--- src/rtl/dio_rd_pkg.sv ---
package dio_rd_pkg;
    typedef enum logic [2:0] {
        ST_IDLE,
        ST_CMD,
        ST_ADDR,
        ST_LAT,
        ST_DATA,
        ST_IGNORE
    } dio_state_e;

    localparam logic [7:0] OPC_DUAL_READ = 8'hBB;
    localparam logic [3:0] CONT_KEY      = 4'hA;
    localparam int         MODE_CLKS     = 4;
endpackage

--- src/rtl/dio_pin_sample.sv ---
module dio_pin_sample (
    input  logic       clk,
    input  logic       rst_n,
    input  logic       cs_n_in,
    input  logic       sclk_in,
    input  logic [1:0] io_in,
    output logic       cs_q,
    output logic [1:0] io_q,
    output logic       sclk_rise,
    output logic       sclk_fall,
    output logic       cs_rise
);
    logic sclk_q, sclk_qq, cs_qq;

    always_ff @(posedge clk or negedge rst_n) begin
        if (!rst_n) begin
            sclk_q  <= 1'b0;
            sclk_qq <= 1'b0;
            cs_q    <= 1'b1;
            cs_qq   <= 1'b1;
            io_q    <= 2'b00;
        end else begin
            sclk_q  <= sclk_in;
            sclk_qq <= sclk_q;
            cs_q    <= cs_n_in;
            cs_qq   <= cs_q;
            io_q    <= io_in;
        end
    end

    assign sclk_rise = sclk_q & ~sclk_qq;
    assign sclk_fall = ~sclk_q & sclk_qq;
    assign cs_rise   = cs_q & ~cs_qq;
endmodule

--- src/rtl/dio_byte_rom.sv ---
module dio_byte_rom #(
    parameter int IDX_W = 8
) (
    input  logic [IDX_W-1:0] idx,
    output logic [7:0]       data
);
    logic [IDX_W+7:0] prod;

    always_comb begin
        prod = (IDX_W + 8)'(idx) * (IDX_W + 8)'(37) + (IDX_W + 8)'(11);
        data = prod[7:0];
    end
endmodule

--- src/rtl/dio_read_resp.sv ---
module dio_read_resp
    import dio_rd_pkg::*;
#(
    parameter int NARROW_BITS = 24,
    parameter int WIDE_BITS   = 32,
    parameter int LAT_NARROW  = 4,
    parameter int LAT_WIDE    = 6,
    parameter int ARRAY_DEPTH = 256
) (
    input  logic       clk,
    input  logic       rst_n,
    input  logic       addr_wide,
    input  logic       spi_cs_n,
    input  logic       spi_sclk,
    input  logic [1:0] spi_io_in,
    output logic [1:0] spi_io_out,
    output logic [1:0] spi_io_oe
);
    localparam int ADDR_W = WIDE_BITS;
    localparam int IDX_W  = $clog2(ARRAY_DEPTH);
    localparam int CNT_W  = 6;

    logic       cs_q, sclk_rise, sclk_fall, cs_rise;
    logic [1:0] io_q;

    dio_state_e        state_q, state_d;
    logic [CNT_W-1:0]  cnt_q, addr_last, lat_last;
    logic [7:0]        opc_q, mode_q, out_sh_q, rom_data;
    logic [ADDR_W-1:0] addr_q;
    logic              mode_done_q, cont_q;
    logic [1:0]        pair_q, io_out_q;

    dio_pin_sample u_pins (
        .clk       (clk),
        .rst_n     (rst_n),
        .cs_n_in   (spi_cs_n),
        .sclk_in   (spi_sclk),
        .io_in     (spi_io_in),
        .cs_q      (cs_q),
        .io_q      (io_q),
        .sclk_rise (sclk_rise),
        .sclk_fall (sclk_fall),
        .cs_rise   (cs_rise)
    );

    dio_byte_rom #(.IDX_W(IDX_W)) u_rom (
        .idx  (addr_q[IDX_W-1:0]),
        .data (rom_data)
    );

    assign addr_last = addr_wide ? CNT_W'(WIDE_BITS / 2 - 1) : CNT_W'(NARROW_BITS / 2 - 1);
    assign lat_last  = addr_wide ? CNT_W'(LAT_WIDE - 1)      : CNT_W'(LAT_NARROW - 1);

    // next-state logic
    always_comb begin
        state_d = state_q;
        if (cs_q) begin
            state_d = ST_IDLE;
        end else begin
            unique case (state_q)
                ST_IDLE:   state_d = cont_q ? ST_ADDR : ST_CMD;
                ST_CMD:    if (sclk_rise && cnt_q == CNT_W'(7))
                               state_d = ({opc_q[6:0], io_q[0]} == OPC_DUAL_READ) ? ST_ADDR : ST_IGNORE;
                ST_ADDR:   if (sclk_rise && cnt_q == addr_last) state_d = ST_LAT;
                ST_LAT:    if (sclk_rise && cnt_q == lat_last)  state_d = ST_DATA;
                ST_DATA:   state_d = ST_DATA;
                ST_IGNORE: state_d = ST_IGNORE;
                default:   state_d = ST_IDLE;
            endcase
        end
    end

    // state register
    always_ff @(posedge clk or negedge rst_n) begin
        if (!rst_n) state_q <= ST_IDLE;
        else        state_q <= state_d;
    end

    // datapath registers
    always_ff @(posedge clk or negedge rst_n) begin
        if (!rst_n) begin
            cnt_q       <= '0;
            opc_q       <= '0;
            addr_q      <= '0;
            mode_q      <= '0;
            mode_done_q <= 1'b0;
            cont_q      <= 1'b0;
            pair_q      <= '0;
            out_sh_q    <= '0;
            io_out_q    <= '0;
        end else begin
            if (state_d != state_q) cnt_q <= '0;
            else if (sclk_rise)     cnt_q <= cnt_q + CNT_W'(1);

            if (state_q == ST_IDLE && !cs_q) begin
                addr_q      <= '0;
                mode_done_q <= 1'b0;
            end

            if (state_q == ST_CMD && sclk_rise)
                opc_q <= {opc_q[6:0], io_q[0]};

            if (state_q == ST_ADDR && sclk_rise)
                addr_q <= {addr_q[ADDR_W-3:0], io_q};

            if (state_q == ST_LAT && sclk_rise && cnt_q < CNT_W'(MODE_CLKS)) begin
                mode_q <= {mode_q[5:0], io_q};
                if (cnt_q == CNT_W'(MODE_CLKS - 1)) mode_done_q <= 1'b1;
            end

            if (state_q == ST_LAT && state_d == ST_DATA)
                pair_q <= '0;

            if (state_q == ST_DATA && !cs_q && sclk_fall) begin
                if (pair_q == 2'd0) begin
                    io_out_q <= rom_data[7:6];
                    out_sh_q <= {rom_data[5:0], 2'b00};
                end else begin
                    io_out_q <= out_sh_q[7:6];
                    out_sh_q <= {out_sh_q[5:0], 2'b00};
                end
                if (pair_q == 2'd3) addr_q <= addr_q + ADDR_W'(1);
                pair_q <= pair_q + 2'd1;
            end

            if (cs_rise)
                cont_q <= mode_done_q && (mode_q[7:4] == CONT_KEY);
        end
    end

    // outputs
    always_comb begin
        spi_io_oe  = (state_q == ST_DATA && !cs_q) ? 2'b11 : 2'b00;
        spi_io_out = io_out_q;
    end
endmodule

--- config.mk ---
export PLATFORM = sky130hd
export DESIGN_NAME = dio_read_resp
export DESIGN_NICKNAME = d
export VERILOG_FILES = /design/src/rtl/dio_rd_pkg.sv /design/src/rtl/dio_pin_sample.sv /design/src/rtl/dio_byte_rom.sv /design/src/rtl/dio_read_resp.sv
export SDC_FILE = /design/constraint.sdc
export NUM_CORES = 1
export LEC_CHECK = 0
export CORE_MARGIN = 10
export CORE_UTILIZATION = 45
export CTS_CLUSTER_SIZE = 8
export DETAILED_ROUTE_END_ITERATION = 10
export HOLD_SLACK_MARGIN = 0.12
export PLACE_DENSITY_LB_ADDON = 0.2
export SLEW_MARGIN = 20
export SYNTH_ARGS = -nofsm -noshare
export SYNTH_HDL_FRONTEND = slang
export SYNTH_SLANG_ARGS = --single-unit
--- constraint.sdc ---
create_clock -name clk -period 5.1 [get_ports clk]
set_input_delay 0.765 -clock clk [delete_from_list [all_inputs] [get_ports clk]]
set_output_delay 0.765 -clock clk [all_outputs]
set_load 0.02 [all_outputs]
==> run summary <==
status: complete, no violations
Max Freq: 0.327 GHz
Filler cells: 576
die area: 10,200 µm²
GRT Overall Usage: 0.114
syn nets: 304
final hold viol count: 0
Critical Path Start Type: flip-flop
CP max stage delay: 0.67 ns
Cell Area, Synth: 2940 µm²
fin. max-slew vios: 0
synth warn: 0
crit path kind: flip-flop to output port
vias per inst: 5.54
leakage: 1.43 nW
Post-DP HPWL: 3820 µm
DRC: 0
boundary pin count: 11
GP Congestion: 0.825
n_diodes: 0
Post-synth EDFFs: 0
post-CTS setup buffer count: 0
Yosys top cell area share: 0.408
largest fanout on the critical path: 13
CP dominant cell by count: nor2_1
Synth area leaders: dfrtp_1 (41%), ha_1 (9.4%), mux2_2 (6.5%)
Arr. time, crit path: 2.29 ns
total number of vias: 1,979
period utilization: 0.600
area of the core: 6350 µm²
critical path's top delay family: simple AND/OR/NAND/NOR gates
worst endpoint required time: 4.34 ns
# hold bufs at CTS: 0
pin count of the biggest net entering global routing: 51
DRC violation total after the first TritonRoute iteration: 78
crit-path cells: nor2_1 > nand2_1 > nor2_1 > clkdlybuf4s50_1
# port buffers: 10
Starting Density: 0.463
final setup violation count: 0
Worst-Margin Slew: 0.627 ns
root buf cell: clkbuf_8
clock-pin transition on the worst setup and hold timing paths: 0.09 ns
Clock Tree Buf Depth: 2
total wire length: 5280 µm
CTS tree: built
Tot Pwr: 0.000830 W
most common cell after layout, fill and taps aside: dfrtp_1
H-tree depth: 2
CP max stage cell: clkdlybuf4s50_1
Crit. End Element: output port
Die W: 101 µm
Unique masters post-synth: 61
Seq/Total Area, Yosys: 0.426
Synth Flop Type: dfrtp_1
cts bufs inserted: 5
worst path bufs/invs: 1
max cap viols: 0
setup_tns: 0 ns
Syn Inst Count: 273
initial antenna violation count: 0
commonest non-fill, non-tap cells in the layout: dfrtp_1 (48), nand2_1 (25), ha_1 (22)
clk_skew: 0.00904 ns
global-route wire length before repair: 9630 µm
layout cells sized above 1: 0.132
max_slew headroom: 0.579
routed length per instance: 14.8 µm
Skew-Pair Late Insertion Delay: 0.30 ns
remaining antenna violation count: 0
Hold Crit Class: flip-flop to flip-flop
die height: 101 µm
unrepaired setup endpoints after global routing: no
syn_area_per_cell: 10.8 µm²
vias in the first global route: 2,004
# rows: 29
Sink Count: 50
Pre-Repair DR Iteration Count: 6
Async SR Flop Fraction: 1.00
Nets: 310
Overflow after GRT: 0
maximum vdd drop: 0.188 mV
area leader, netlist: dfrtp_1
Layout Area Growth over Synthesis: 8.29%
Power per Cell Area: 260 nW/µm²
minimum clock period: 3.06 ns
Yosys reg bits: 50
post-cts sizing count: 0
-- registers in the layout (all words and copies together) (netlist names), 2 cells and up --
signal       cells
addr_q           8
mode_q           8
opc_q            7
cnt_q            6
out_sh_q         6
state_q          3
pair_q           2
spi_io_out       2
u_pins.io_q      2
-- per-layer routing --
metal  up-vias  part of all wire  GRT usage
li1       1001                 -          -
met1       949              0.53      0.163
met2        24              0.43      0.167
met3         5             0.032     0.0247
met4         0             0.013     0.0370
met5         -                 0          0
-- final timing paths --
| check | startpoint | endpoint | slack, ns | depth (start not counted) |
|---|---|---|---|---|
| setup / recovery | state_q[1] | spi_io_oe[0] | 2.04 | 4 |
| hold / removal | u_pins.cs_q | u_pins.cs_qq | 0.44 | 0 |
| setup reg to reg | addr_q[3] | spi_io_out[0] | 2.05 | 10 |
| hold reg to reg | u_pins.cs_q | u_pins.cs_qq | 0.44 | 0 |
| max in group asynchronous | rst_n | out_sh_q[5] | 4.11 | 2 |
| min in group asynchronous | rst_n | addr_q[7] | 0.55 | 2 |
-- power breakdown --
| part | internal [W] | switching, W |
|---|---|---|
| clock | 0.000146 | 0.000131 |
| sequential | 0.000433 | 0.0000307 |
| combinational | 0.0000484 | 0.0000403 |
| total | 0.000628 | 0.000202 |
-- metrics by stage --
| stage | util | hold WS, ns | cells | instance area [µm²] | setup slack (ns) |
|---|---|---|---|---|---|
| after floorplan | - | 0.353 | 273 | 2940 | 2.18 |
| after detailed placement | 0.485 | 0.432 | 349 | 3080 | 2.05 |
| after global routing | 0.502 | 0.456 | 357 | 3190 | 1.82 |
| final | 0.502 | 0.439 | 357 | 3190 | 2.04 |
| after global placement | 0.485 | 0.434 | 349 | 3080 | 2.11 |
| after CTS | 0.502 | 0.445 | 357 | 3190 | 2.00 |
-- kinds of logic after synthesis --
logic type               count (synthesis)  synth area share
AND/OR/NAND/NOR                         87             0.170
flip-flops                              50             0.426
AO/OA/AOI/OAI                           49             0.115
adder cells (fa/ha/maj)                 24             0.107
buffers and inverters                   23            0.0361
multiplexers                            23            0.0859
XOR/XNOR                                17            0.0599
-- cells in the mapped netlist, types with 4 or more instances --
cell      count
nor3_1        5
xor2_1        4
nand4b_1      4
nand3_1       9
mux2_2       17
nand2_1      25
inv_1        11
ha_1         22
dfrtp_1      48
o21ai_0      16
xnor2_1      11
mux2i_1       5
buf_2         4
a21oi_1       9
nor2_1       19
clkbuf_1      4
-- cell type report --
cell class,instances,area [µm²],share of cell area
Timing Repair Buffer,11,103,0.0322
Inverter,11,41.3,0.0130
Clock buffer,6,72.6,0.0228
Sequential cell,50,1250,0.393
Multi-Input combinational cell,200,1580,0.497
Tap cell,77,96.3,0.0302
Clock inverter,2,37.5,0.0118
Note: power is estimated with default switching activity, not from simulation.
